===== config.mk =====
export PLATFORM = sky130hd
export DESIGN_NAME = ecp_irq_gen
export DESIGN_NICKNAME = d
export VERILOG_FILES = /design/src/rtl/ecp_irq_pkg.sv /design/src/rtl/ecp_pin_sync.sv /design/src/rtl/ecp_evt_detect.sv /design/src/rtl/ecp_irq_shape.sv /design/src/rtl/ecp_irq_gen.sv
export SDC_FILE = /design/constraint.sdc
export NUM_CORES = 1
export LEC_CHECK = 0
export BUFFER_PORTS_ARGS = -buffer_cell sky130_fd_sc_hd__buf_2
export CAP_MARGIN = 20
export CORE_UTILIZATION = 35
export DETAILED_ROUTE_END_ITERATION = 8
export GPL_TIMING_DRIVEN = 0
export PLACE_DENSITY = 0.65
export SYNTH_ARGS = -nofsm -noshare
export SYNTH_HDL_FRONTEND = slang
export SYNTH_SLANG_ARGS = --single-unit

===== constraint.sdc =====
create_clock -name clk -period 3.54 [get_ports clk]
set_input_delay 0.354 -clock clk [delete_from_list [all_inputs] [get_ports clk]]
set_output_delay 0.354 -clock clk [all_outputs]
set_load 0.005 [all_outputs]

===== src/rtl/ecp_irq_pkg.sv =====
package ecp_irq_pkg;

  // output behaviour selected by {pulse, hi}
  typedef enum logic [1:0] {
    OUT_FOLLOW   = 2'b00,
    OUT_HELD     = 2'b01,
    OUT_PULSE_LO = 2'b10,
    OUT_PULSE_HI = 2'b11
  } out_sel_e;

  // modes in which the transmit space threshold counts
  function automatic logic tx_mode_ok(input logic [2:0] m);
    return (m == 3'b010) || (m == 3'b011) || (m == 3'b110);
  endfunction

  // modes in which the receive fill threshold counts
  function automatic logic rx_mode_ok(input logic [2:0] m);
    return (m == 3'b011) || (m == 3'b110);
  endfunction

endpackage


===== src/rtl/ecp_pin_sync.sv =====
module ecp_pin_sync #(
  parameter int   STAGES = 2,
  parameter logic IDLE   = 1'b1
) (
  input  logic clk,
  input  logic rst_n,
  input  logic pin,
  output logic q
);
  logic [STAGES-1:0] chain;

  genvar s;
  generate
    for (s = 0; s < STAGES; s++) begin : g_stage
      if (s == 0) begin : g_first
        always_ff @(posedge clk) begin
          if (!rst_n) chain[0] <= IDLE;
          else        chain[0] <= pin;
        end
      end else begin : g_next
        always_ff @(posedge clk) begin
          if (!rst_n) chain[s] <= IDLE;
          else        chain[s] <= chain[s-1];
        end
      end
    end
  endgenerate

  assign q = chain[STAGES-1];


  idle_after_reset_chk: assert property (@(posedge clk)
    !rst_n |=> (q == IDLE));

endmodule


===== src/rtl/ecp_evt_detect.sv =====
module ecp_evt_detect
  import ecp_irq_pkg::*;
#(
  parameter int CNT_W  = 5,
  parameter int THRESH = 8
) (
  input  logic             clk,
  input  logic             rst_n,
  input  logic             svc_hold,
  input  logic             dma_on,
  input  logic             err_mask,
  input  logic [2:0]       port_mode,
  input  logic             dir_rx,
  input  logic             ack_ie,
  input  logic             dma_tc,
  input  logic [CNT_W-1:0] fifo_free,
  input  logic [CNT_W-1:0] fifo_fill,
  input  logic             err_s,
  input  logic             ack_s,
  input  logic             clk_frozen,
  output logic             evt
);
  localparam logic [CNT_W-1:0] THR = CNT_W'(THRESH);

  logic fifo_path;
  logic tx_lvl, rx_lvl, err_lvl;
  logic tx_q, rx_q, err_q, ack_q;
  logic tc_e, tx_e, rx_e, err_e, ack_e;

  assign fifo_path = !svc_hold && !dma_on;
  assign tx_lvl  = fifo_path && !dir_rx && tx_mode_ok(port_mode) && (fifo_free >= THR);
  assign rx_lvl  = fifo_path &&  dir_rx && rx_mode_ok(port_mode) && (fifo_fill >= THR);
  assign err_lvl = !err_mask && !err_s;

  // level history for edge shaping; keeps tracking through a freeze
  always_ff @(posedge clk) begin
    if (!rst_n) begin
      tx_q  <= 1'b0;
      rx_q  <= 1'b0;
      err_q <= 1'b0;
      ack_q <= 1'b1;
    end else begin
      tx_q  <= tx_lvl;
      rx_q  <= rx_lvl;
      err_q <= err_lvl;
      ack_q <= ack_s;
    end
  end

  assign tc_e  = !svc_hold && dma_on && dma_tc;
  assign tx_e  = tx_lvl && !tx_q;
  assign rx_e  = rx_lvl && !rx_q;
  assign err_e = err_lvl && !err_q;
  assign ack_e = ack_ie && ack_s && !ack_q;

  assign evt = !clk_frozen && (tc_e || tx_e || rx_e || err_e || ack_e);


  tx_once_chk: assert property (@(posedge clk) disable iff (!rst_n)
    tx_e |=> !tx_e);

  rx_once_chk: assert property (@(posedge clk) disable iff (!rst_n)
    rx_e |=> !rx_e);

  err_once_chk: assert property (@(posedge clk) disable iff (!rst_n)
    err_e |=> !err_e);

endmodule


===== src/rtl/ecp_irq_shape.sv =====
module ecp_irq_shape
  import ecp_irq_pkg::*;
(
  input  logic     clk,
  input  logic     rst_n,
  input  out_sel_e sel,
  input  logic     svc_hold,
  input  logic     ack_ie,
  input  logic     ack_s,
  input  logic     evt,
  output logic     irq
);
  logic held_q, held_d;
  logic irq_d;

  assign held_d = svc_hold ? 1'b0 : (held_q || evt);

  always_comb begin
    unique case (sel)
      OUT_FOLLOW:   irq_d = (ack_ie && ack_s) || evt;
      OUT_HELD:     irq_d = held_d;
      OUT_PULSE_LO: irq_d = !evt;
      default:      irq_d = evt;
    endcase
  end

  always_ff @(posedge clk) begin
    if (!rst_n) begin
      held_q <= 1'b0;
      irq    <= 1'b0;
    end else begin
      held_q <= held_d;
      irq    <= irq_d;
    end
  end


  held_clear_chk: assert property (@(posedge clk) disable iff (!rst_n)
    (sel == OUT_HELD && svc_hold) |=> !irq);

  quiet_high_chk: assert property (@(posedge clk) disable iff (!rst_n)
    (sel == OUT_PULSE_HI && !evt) |=> !irq);

  quiet_low_chk: assert property (@(posedge clk) disable iff (!rst_n)
    (sel == OUT_PULSE_LO && !evt) |=> irq);

  follow_idle_chk: assert property (@(posedge clk) disable iff (!rst_n)
    (sel == OUT_FOLLOW && !ack_ie && !evt) |=> !irq);

endmodule


===== src/rtl/ecp_irq_gen.sv =====
module ecp_irq_gen
  import ecp_irq_pkg::*;
#(
  parameter int CNT_W       = 5,
  parameter int THRESH      = 8,
  parameter int SYNC_STAGES = 2
) (
  input  logic             clk,
  input  logic             rst_n,
  input  logic             svc_hold,
  input  logic             dma_on,
  input  logic             err_mask,
  input  logic [2:0]       port_mode,
  input  logic             dir_rx,
  input  logic             ack_ie,
  input  logic             out_pulse,
  input  logic             out_hi,
  input  logic             dma_tc,
  input  logic [CNT_W-1:0] fifo_free,
  input  logic [CNT_W-1:0] fifo_fill,
  input  logic             err_n,
  input  logic             ack_n,
  input  logic             clk_frozen,
  output logic             irq
);
  localparam int NPINS = 2;

  logic [NPINS-1:0] pins_raw, pins_s;
  logic evt;
  out_sel_e sel;

  assign pins_raw = {ack_n, err_n};
  assign sel      = out_sel_e'({out_pulse, out_hi});

  genvar p;
  generate
    for (p = 0; p < NPINS; p++) begin : g_sync
      ecp_pin_sync #(.STAGES(SYNC_STAGES), .IDLE(1'b1)) u_sync (
        .clk  (clk),
        .rst_n(rst_n),
        .pin  (pins_raw[p]),
        .q    (pins_s[p])
      );
    end
  endgenerate

  ecp_evt_detect #(.CNT_W(CNT_W), .THRESH(THRESH)) u_evt (
    .clk       (clk),
    .rst_n     (rst_n),
    .svc_hold  (svc_hold),
    .dma_on    (dma_on),
    .err_mask  (err_mask),
    .port_mode (port_mode),
    .dir_rx    (dir_rx),
    .ack_ie    (ack_ie),
    .dma_tc    (dma_tc),
    .fifo_free (fifo_free),
    .fifo_fill (fifo_fill),
    .err_s     (pins_s[0]),
    .ack_s     (pins_s[1]),
    .clk_frozen(clk_frozen),
    .evt       (evt)
  );

  ecp_irq_shape u_shape (
    .clk     (clk),
    .rst_n   (rst_n),
    .sel     (sel),
    .svc_hold(svc_hold),
    .ack_ie  (ack_ie),
    .ack_s   (pins_s[1]),
    .evt     (evt),
    .irq     (irq)
  );


  frozen_quiet_chk: assert property (@(posedge clk) disable iff (!rst_n)
    (clk_frozen && out_pulse && out_hi) |=> !irq);

  reset_low_chk: assert property (@(posedge clk)
    !rst_n |=> !irq);

endmodule


Yosys cells after proc, flatten, opt, wreduce, memory -nomap -nowiden --
Index checks and enable logic that the tools add are counted.
Word-level totals: register bits 10, latch bits 0, bits in writable memories 0, memory bits (read-only) 0, input bits 26, output and inout port bits 1, logic and storage cells 56, memories 0
Cells by class: add/subtract/negate cells 0, $mul 0, div/mod/pow operators 0, order comparisons 2, equality and inequality tests 5, shift-type cells 0, mux-type cells 2, bitwise logic cells 0, reduce and logical (&&, ||, !) cells 37
Operators by type and width (count):
- 1-bit logical AND | 16
- 1-bit zero test | 11
- 5-bit by 4-bit >= comparator with 1-bit output, second input constant | 2
- 1-bit logical OR | 9
- 3-bit by 2-bit equality test with 1-bit output, second input constant | 2
- 3-bit equality test, second input constant | 1
- 1-bit case mux with 3 select lines | 1
- 2-bit by 1-bit equality test with 1-bit output, second input constant | 1
- 2-bit equality test, second input constant | 1
- 2-bit zero test | 1
- 1-bit two-way mux | 1

Depth between registers and ports, before layout --
Gate-level depths: netlist (run 1).
depth after elaboration 14, depth in mapped cells 5, mapped depth without buffers 5

Cells and area by module --
Synthesis (run 1) repeated with hierarchy kept, for this count alone.
Unflattened totals: cell total of the unflattened synthesis 38, area, all modules 392.9 um^2
Modules (own cells, without submodules):
- ecp_evt_detect | instances 1, cells each 19, area an instance 192.7 um^2, sequential area each 80.1 um^2
- ecp_pin_sync | instances 2, cells each 4, area an instance 52.6 um^2, sequential area each 40.0 um^2
- ecp_irq_shape | instances 1, cells each 11, area an instance 95.1 um^2, sequential area each 40.0 um^2

Least setup slack after synthesis (run 1) --
OpenSTA, ideal clock, no wires.
kind in2reg, start input port dir_rx, end register u_shape.irq, setup time 0.058 ns, data arrival time 1.348 ns, data required time 3.482 ns, setup slack 2.134 ns, stages 5, path buffers 0, cell sequence o21bai_1 -> o22a_2 -> o2111a_2 -> a2111oi_4 -> a211o_1
Between the ends: word-level cells in the longest chain between the ends 13, elaborated cells on any way between the ends 19, those cells by class mux (2); reduce/logical (17)
Ends and longest elaborated chain:
- from (decl) | RTL line ecp_irq_gen.sv:14 | input logic dir_rx,
- 1-bit zero test | RTL line ecp_evt_detect.sv:31 | assign tx_lvl = fifo_path && !dir_rx && tx_mode_ok(port_mode) && (fifo_free >= THR);
- 1-bit logical AND (3 in a row) | RTL line ecp_evt_detect.sv:31
- 1-bit logical AND | RTL line ecp_evt_detect.sv:51 | assign tx_e = tx_lvl && !tx_q;
- 1-bit logical OR | RTL line ecp_evt_detect.sv:56 | assign evt = !clk_frozen && (tc_e || tx_e || rx_e || err_e || ack_e);
- 1-bit logical OR (*) (3 in a row) | RTL line ecp_evt_detect.sv:56
- 1-bit logical AND (*) | RTL line ecp_evt_detect.sv:56
- 1-bit logical OR | RTL line ecp_irq_shape.sv:16 | assign held_d = svc_hold ? 1'b0 : (held_q || evt);
- 1-bit two-way mux | RTL line ecp_irq_shape.sv:16
- 1-bit case mux with 3 select lines (*) | RTL line ecp_irq_shape.sv:19 | unique case (sel)
- to (signal assigned) | RTL line ecp_irq_shape.sv:33 | irq <= irq_d;
- to (decl) | RTL line ecp_irq_shape.sv:11 | output logic irq
Every way passes the cells marked *; elsewhere a longest branch is shown, timed or not. A chain may end at the register's enable or synchronous reset.

Worst setup path after layout (run 1) --
Ends and elaborated chain as after synthesis.

==> impl_metrics.yaml, run 1 <==
outcome:
  outcome: "complete, no violations"
floorplanning:
  fp.dieArea_um2: 1510
  dieHeight_um: 38.9
  io_pins: 27
  num_rows: 12
  core_region_area_um2: 1190
  die_x_um: 38.9
  start_util: 0.402
critical_path:
  path_class: "in -> reg"
  r2r_setup_slack_ps: 2220
  crit_fanout: 3
  cp.required_ps: 3700
  worstPathArrival_ps: 1480
  r2r-end: "u_shape.irq"
  critPathLaunchType: "input port"
  r2r_cells: 4
  endpoint_kind: "flip-flop"
  reg2reg_from: "g_sync[0].u_sync.q"
synthesis:
  avgSynthCellArea_um2: 10.1
  yosysTopAreaCell: "dfxtp_1"
  synth_common_cells: "dfxtp_1, nand2b_1, nand2_1, nor2_1"
  yosysMostFrequentCell: "dfxtp_1"
  synth_top_cell_area_share: 0.420
  synthArstFlopShare: 0
  synth_top_flop_cell: "dfxtp_1"
  syn_nets: 73
  yosysWarnings: 0
  ys_ff_latch: 10
  ys_seq_area_frac: 0.420
  syn_area_um2: 477
  synthCells: 47
  yosysUniqueCellTypes: 25
  synth.area.top_cells: "dfxtp_1, nand2b_1, a2111oi_4, nand3_4, nand2_1"
  synth_edf_count: 0
route:
  drt_iter0_markers: 2
  drt_wl_total_um: 944
  drc_errors: 0
  drt-vias-per-instance: 5.19
  wl_per_cell_um: 11.2
  vias: 436
  dr.pass1.iters: 4
  final_antenna_net_count: 0
place:
  gp_congestion: 0.759
  placed_area_um2: 594
  port_buffers: 20
cells_and_area:
  final_area_um2: 617
  drive_gt1_frac: 0.414
  area_growth_pct: 29.4
  layout.nets: 98
  diodes: 0
sta:
  rsz0062_at_grt: "false"
  max_freq_mhz: 754
  final_hold_viol_count: 0
  fin_skew_ps: 7.96
  fin_tns_setup_ps: 0
  finalCriticalPeriod_ps: 1330
  final_max_slew_viol_count: 0
  relSlewSlack: 0.838
  post-route-period-util: 0.375
  setup_violations: 0
  worstMarginPinSlew_ps: 242
worst_hold_path:
  min_delay_worst_endpoint: "u_evt.err_q"
  whs_path_depth: 2
  hp-start: "err_mask"
  hold_class: "in -> reg"
global_routing:
  grt_pass1_vias: 406
  grt_pass1_wl_mm: 1.61
  use_met1: 0.158
  grtUsageMet2: 0.288
  use_met3: 0.0578
  overflow: 0
  grtUsageTotal: 0.170
  antenna_found_initial: 0
  gr-max-usage-layer: "met2"
  grt_max_degree: 11
cts:
  cts_resized: 0
  clkLatencyLatePin_ps: 260
  clock_tree.root_cell: "clkbuf_4"
  cts_hold_buf: 0
  htree_num_levels: 1
  cts.sinks: 10
  cts_made_buffers: 3
  cts_setup_buffers: 0
  path_clk_slew_ps: 60
  cts_buffer_depth: 2
  cts_tree: "built"
flow_run:
  max_cap_viol_count: 0
power:
  power_density_nw_per_um2: 375
  p_leak_nw: 0.249
  vdd_ir_drop_max_v: 0.000237
==> metal layers <==
layer / up-vias / routed length, um
met5: - / 0
met3: 4 / 86
met2: 21 / 450
li1: 219 / -
met4: 0 / 34
met1: 192 / 372
==> worst max-delay path: stages <==
cell and delay (ps):
buf_2 110, o21bai_1 160, o22a_2 230, o211ai_1 230, mux2i_1 110, a211o_1 290
==> layout by cell type, fill, tap and decap left out, types with 3 or more instances in the layout <==
cell type,instances
buf_2,20
clkbuf_4,3
dfxtp_1,10
nand2_1,4
nand2b_1,8
nor2_1,4
==> registers in the layout, summed over array words and instances (netlist names) <==
| signal | flops |
|---|---|
| u_evt.tx_q | 1 |
| u_shape.irq | 1 |
| g_sync.u_sync.chain | 2 |
| u_evt.err_q | 1 |
| u_evt.ack_q | 1 |
| u_shape.held_q | 1 |
| u_evt.rx_q | 1 |
| g_sync.u_sync.q | 2 |
==> cells by family (layout without fill, tap and decap cells) <==
family,count (synthesis),in the layout,synth area share
multiplexers,1,1,0.0210
AO/OA/AOI/OAI,11,11,0.252
flip-flops,10,10,0.420
AND/OR/NAND/NOR,24,24,0.299
buffers and inverters,1,24,0.00787
==> area by class of cell <==
cell class              count  area (um2)
well taps                  14        17.5
fillers                   116         569
multi-input cells          36         273
clock buffers               3        22.5
repair buffers             20         100
flip-flops and latches     10         200
inverters                   1        3.75
==> per-stage QoR <==
| stage | hold WS (ps) | util | setup slack [ps] | cells | power, mW |
|---|---|---|---|---|---|
| 2_1_floorplan | 386 | - | 2130 | 47 | 0.140 |
| 3_3_place_gp | 389 | 0.501 | 1930 | 81 | 0.158 |
| 3_5_place_dp | 402 | 0.501 | 1950 | 81 | 0.159 |
| 4_1_cts | 262 | 0.520 | 2210 | 84 | 0.235 |
| 5_1_grt | 265 | 0.520 | 2140 | 84 | 0.244 |
| 6_report | 271 | 0.520 | 2210 | 84 | 0.232 |
==> report_power, final <==
group,switching [mW],internal [mW]
sequential,0.00104,0.117
combinational,0.0186,0.0197
clock,0.0364,0.0391
==> how the worst max path moves through the flow <==
stage	depth (start not counted)	from	endpoint
4_1_cts	4	g_sync[0].u_sync.q	u_shape.irq
5_1_grt	4	g_sync[0].u_sync.q	u_shape.irq
3_5_place_dp	6	dir_rx	u_shape.irq
6_report	6	dir_rx	u_shape.irq
3_3_place_gp	6	dir_rx	u_shape.irq
2_1_floorplan	5	dir_rx	u_shape.irq
Power figures use the tool's default switching activity.
==> run 2, diff against run 1 <==
- clock period: 3.54 -> 1.35 ns (I/O delays scaled with it)
==> run 2 against run 1 <==
  * Routed wire length grew 1.4%
  * Via count is 0.23% lower
  * Die area stayed put
  * Core utilization up 0.95 points
  * Clock skew increased by 1.7 ps
  * Combinational power rose to 2.7 times the previous value
  * Hold slack got worse by 220 ps
  * Critical path type is now reg -> reg
  * Largest power group unchanged
==> impl_metrics.yaml, run 2 (same netlist as run 1, synthesis figures left out) <==
outcome:
  outcome: "complete, no violations"
floorplanning:
  io_pins: 27
  dieHeight_um: 38.9
  num_rows: 12
  die_x_um: 38.9
  fp.dieArea_um2: 1510
  start_util: 0.402
  core_region_area_um2: 1190
sta:
  finalCriticalPeriod_ps: 1260
  setup_violations: 0
  fin_tns_setup_ps: 0
  final_max_slew_viol_count: 0
  worstMarginPinSlew_ps: 248
  rsz0062_at_grt: "false"
  relSlewSlack: 0.835
  post-route-period-util: 0.934
  final_hold_viol_count: 0
  max_freq_mhz: 793
  fin_ws_ps: 88.6
  fin_skew_ps: 9.66
cells_and_area:
  mostFrequentLayoutCell: "buf_2"
  area_growth_pct: 31.8
  fillers: 114
  final_core_util: 0.530
  layout_common_cells: "buf_2, dfxtp_1, nand2b_1"
  drive_gt1_frac: 0.437
  finalNonFillerCells: 85
  diodes: 0
  final_area_um2: 628
  layout.nets: 99
global_routing:
  grt_max_degree: 11
  grt_pass1_vias: 406
  gr-max-usage-layer: "met2"
  overflow: 0
  grt_pass1_wl_mm: 1.61
  use_met3: 0.0578
  use_met1: 0.158
  antenna_found_initial: 0
  grtUsageMet2: 0.288
  grtUsageTotal: 0.170
route:
  final_antenna_net_count: 0
  drt_wl_total_um: 957
  wl_per_cell_um: 11.3
  dr.pass1.iters: 4
  drt_iter0_markers: 1
  drc_errors: 0
  vias: 435
  drt-vias-per-instance: 5.12
flow_run:
  max_cap_viol_count: 0
power:
  p_int_mw: 0.464
  vdd_ir_drop_max_v: 0.000623
  netSwitchingFraction: 0.241
  power_density_nw_per_um2: 974
  p_leak_nw: 0.254
  p_switching_mw: 0.148
  combPwrFrac: 0.172
  seqPwrFrac: 0.505
  clkPwrFrac: 0.323
cts:
  cts_made_buffers: 3
  clock_tree.root_cell: "clkbuf_4"
  path_clk_slew_ps: 70
  cts_tree: "built"
  htree_num_levels: 1
  cts.sinks: 10
  cts_hold_buf: 0
  clkLatencyLatePin_ps: 260
  cts_buffer_depth: 2
critical_path:
  endpoint_kind: "flip-flop"
  path_class: "reg -> reg"
  critPathLaunch: "u_evt.rx_q"
  worstPathArrival_ps: 1420
  reg2reg_from: "u_evt.rx_q"
  critPathLaunchType: "flip-flop"
  cp.required_ps: 1510
  r2r_cells: 4
  crit_fanout: 3
place:
  port_buffers: 20
  dpl.cell_count: 81
  gp_congestion: 0.759
  post-place-ws_ps: -23.4
  placed_area_um2: 594
worst_hold_path:
  hold_class: "in -> reg"
  whs_path_depth: 2
  hp-start: "err_mask"
==> run 2: changes by cell type in the layout (fill, tap and decap cells not counted) <==
cell / before / now
dfxtp_2: 0 / 1
or2_2: 1 / 0
dfxtp_1: 10 / 9
buf_4: 0 / 1
or2_4: 0 / 1
==> run 2: power groups by stage <==
stage	clock network [mW]	registers, mW	logic [mW]
floorplan	0	0.315	0.0510
global placement	0	0.315	0.0987
detailed placement	0	0.316	0.101
CTS	0.206	0.309	0.102
global route	0.219	0.310	0.116
finish	0.198	0.309	0.105
==> run 2: area by class of cell <==
class	instances	area [um2]	area share
Inverter	1	3.75	0.00598
Multi-Input combinational cell	36	275	0.438
Sequential cell	10	201	0.321
Tap cell	14	17.5	0.0279
Clock buffer	3	22.5	0.0359
Timing Repair Buffer	21	108	0.171
==> run 2: worst paths after layout <==
kind | endpoint | slack [ps]
min reg2reg | g_sync[1].u_sync.q | 400
max | u_shape.irq | 90
min | u_evt.err_q | 50
max reg2reg | u_shape.irq | 90
==> run 2: timing repair <==
action | in CTS | in global routing
endpoints found under the hold margin | 0 | 0
endpoints found under the setup margin | 0 | 1
setup buffers | 0 | 1
resized for setup | 0 | 2
==> run 2: critical path: stages, from the launching register on <==
cell	delay [ps]
dfxtp_1	310
o22a_2	250
o211ai_1	230
mux2i_1	110
a211o_1	250
==> run 2: routing by layer <==
layer  wire [um]  up-vias
met5           0        -
li1            -      223
met4          34        0
met1         400      191
met3          73        4
met2         448       17
==> run 2: through the flow <==
step	power, mW	hold slack [ps]
after floorplan	0.366	208
after global placement	0.414	314
after detailed placement	0.416	318
after CTS	0.617	43.3
after global routing	0.645	46.3
final	0.612	53.7
==> run 3, diff against run 2 <==
- GPL_TIMING_DRIVEN: 0 -> not set
==> run 3 against run 2 <==
  * Clock-buffer cell count is 1 higher
  * Global-route usage decreased by 0.26 points
  * Non-clock buffer count is 1 higher
  * Sequential power barely moved
  * Total power grew 13%
  * Core utilization increased by 1.5 points
  * Routed wire length increased by 0.42%
  * Cell count rose by 2.4%
  * Via count shrank 0.46%
  * Critical path type unchanged
  * Largest cell class unchanged
  * Highest routed layer unchanged
==> impl_metrics.yaml, run 3 (same netlist as run 1, synthesis figures left out) <==
cells_and_area:
  final_area_um2: 646
  layout_common_cells: "buf_2, dfxtp_1, nand2b_1"
  drive_gt1_frac: 0.438
  area_growth_pct: 35.4
  diodes: 0
  mostFrequentLayoutCell: "buf_2"
  layout.nets: 100
route:
  drt-vias-per-instance: 4.98
  wl_per_cell_um: 11.0
  drc_errors: 0
  final_antenna_net_count: 0
  vias: 433
  dr.pass1.iters: 2
  drt_iter0_markers: 1
  drt_wl_total_um: 961
cts:
  path_clk_slew_ps: 70
  clock_tree.root_cell: "clkbuf_4"
  cts_buffer_depth: 2
  cts.sinks: 10
  cts_made_buffers: 3
  clkLatencyLatePin_ps: 270
  cts_tree: "built"
  cts_hold_buf: 0
  htree_num_levels: 1
critical_path:
  crit_fanout: 2
  critPathLaunchType: "flip-flop"
  cp.required_ps: 1510
  r2r_setup_slack_ps: 30
  endpoint_kind: "flip-flop"
  path_class: "reg -> reg"
  worstPathArrival_ps: 1480
  r2r_cells: 5
  r2r-end: "u_shape.irq"
  reg2reg_from: "g_sync[1].u_sync.q"
power:
  netSwitchingFraction: 0.236
  p_int_mw: 0.527
  power_density_nw_per_um2: 1070
  clkPwrFrac: 0.397
  p_total_mw: 0.689
  combPwrFrac: 0.155
  seqPwrFrac: 0.448
  vdd_ir_drop_max_v: 0.000499
  p_switching_mw: 0.163
  p_leak_nw: 0.265
sta:
  fin_skew_ps: 1.45
  final_max_slew_viol_count: 0
  final_hold_viol_count: 0
  setup_violations: 0
  finalCriticalPeriod_ps: 1320
  rsz0062_at_grt: "true"
  max_freq_mhz: 758
  fin_tns_setup_ps: 0
  worstMarginPinSlew_ps: 257
  post-route-period-util: 0.978
  relSlewSlack: 0.828
  fin_ws_ps: 30.2
place:
  gp_congestion: 0.759
  place_hpwl_um: 745
  port_buffers: 20
  placed_area_um2: 602
  post-place-ws_ps: -38.8
flow_run:
  max_cap_viol_count: 0
global_routing:
  overflow: 0
  antenna_found_initial: 0
  grt_pass1_wl_mm: 1.61
  grt_max_degree: 11
  grt_pass1_vias: 413
  grtUsageTotal: 0.168
floorplanning:
  num_rows: 12
  core_region_area_um2: 1190
  fp.dieArea_um2: 1510
  io_pins: 27
  start_util: 0.402
  die_x_um: 38.9
  dieHeight_um: 38.9
worst_hold_path:
  hp-start: "err_mask"
  min_delay_worst_endpoint: "u_evt.err_q"
  hold_class: "in -> reg"
  whs_path_depth: 2
outcome:
  outcome: "complete, no violations"
run 3: metrics by stage:
step / cells / utilization / hold slack [ps]
finish: 87 / 0.544 / 34.6
global route: 87 / 0.544 / 31.0
CTS: 86 / 0.538 / 28.9
detailed placement: 82 / 0.507 / 319
global placement: 82 / 0.507 / 315
floorplan: 47 / - / 208
run 3: final cells by class:
type                    instances  area [um2]
fillers                       124         541
flip-flops and latches         10         200
well taps                      14        17.5
repair buffers                 22         115
clock buffers                   4        36.3
inverters                       1        3.75
multi-input cells              36         273
run 3: timing repair:
item                                    CTS  global route
setup buffers                             0             1
gates resized for setup                   0             0
endpoints found under the setup margin    0             1
hold endpoints to repair                  0             0
run 3: power groups by stage:
| stage | Combinational, mW | Clock, mW | Sequential, mW |
|---|---|---|---|
| detailed placement | 0.104 | 0 | 0.315 |
| floorplan | 0.0510 | 0 | 0.315 |
| CTS | 0.104 | 0.285 | 0.309 |
| finish | 0.107 | 0.274 | 0.309 |
| global route | 0.119 | 0.298 | 0.310 |
| global placement | 0.101 | 0 | 0.315 |
run 3: metal layers:
| metal | vias up | part of all wire | GRT usage | wire [um] |
|---|---|---|---|---|
| met5 | - | 0 | 0 | 0 |
| met1 | 189 | 0.43 | 0.179 | 418 |
| met2 | 17 | 0.47 | 0.283 | 455 |
| met3 | 2 | 0.076 | 0.0520 | 73 |
| met4 | 0 | 0.015 | 0.103 | 14 |
| li1 | 225 | - | - | - |
run 3: how the worst max path moves through the flow:
| stage | end | cells after the start | from | slack (ps) |
|---|---|---|---|---|
| finish | u_shape.irq | 5 | g_sync[1].u_sync.q | 30 |
| detailed placement | u_shape.irq | 6 | dir_rx | -40 |
| CTS | u_shape.irq | 4 | g_sync[0].u_sync.q | 1 |
| floorplan | u_shape.irq | 4 | g_sync[0].u_sync.q | 90 |
| global placement | u_shape.irq | 6 | dir_rx | -40 |
| global route | u_shape.irq | 4 | u_evt.err_q | -20 |
run 3: critical path, stage by stage (launching register included):
cell and delay, ps:
dfxtp_1 320, nand2_1 60, or2_2 290, o211ai_1 130, mux2i_1 110, a211o_1 300
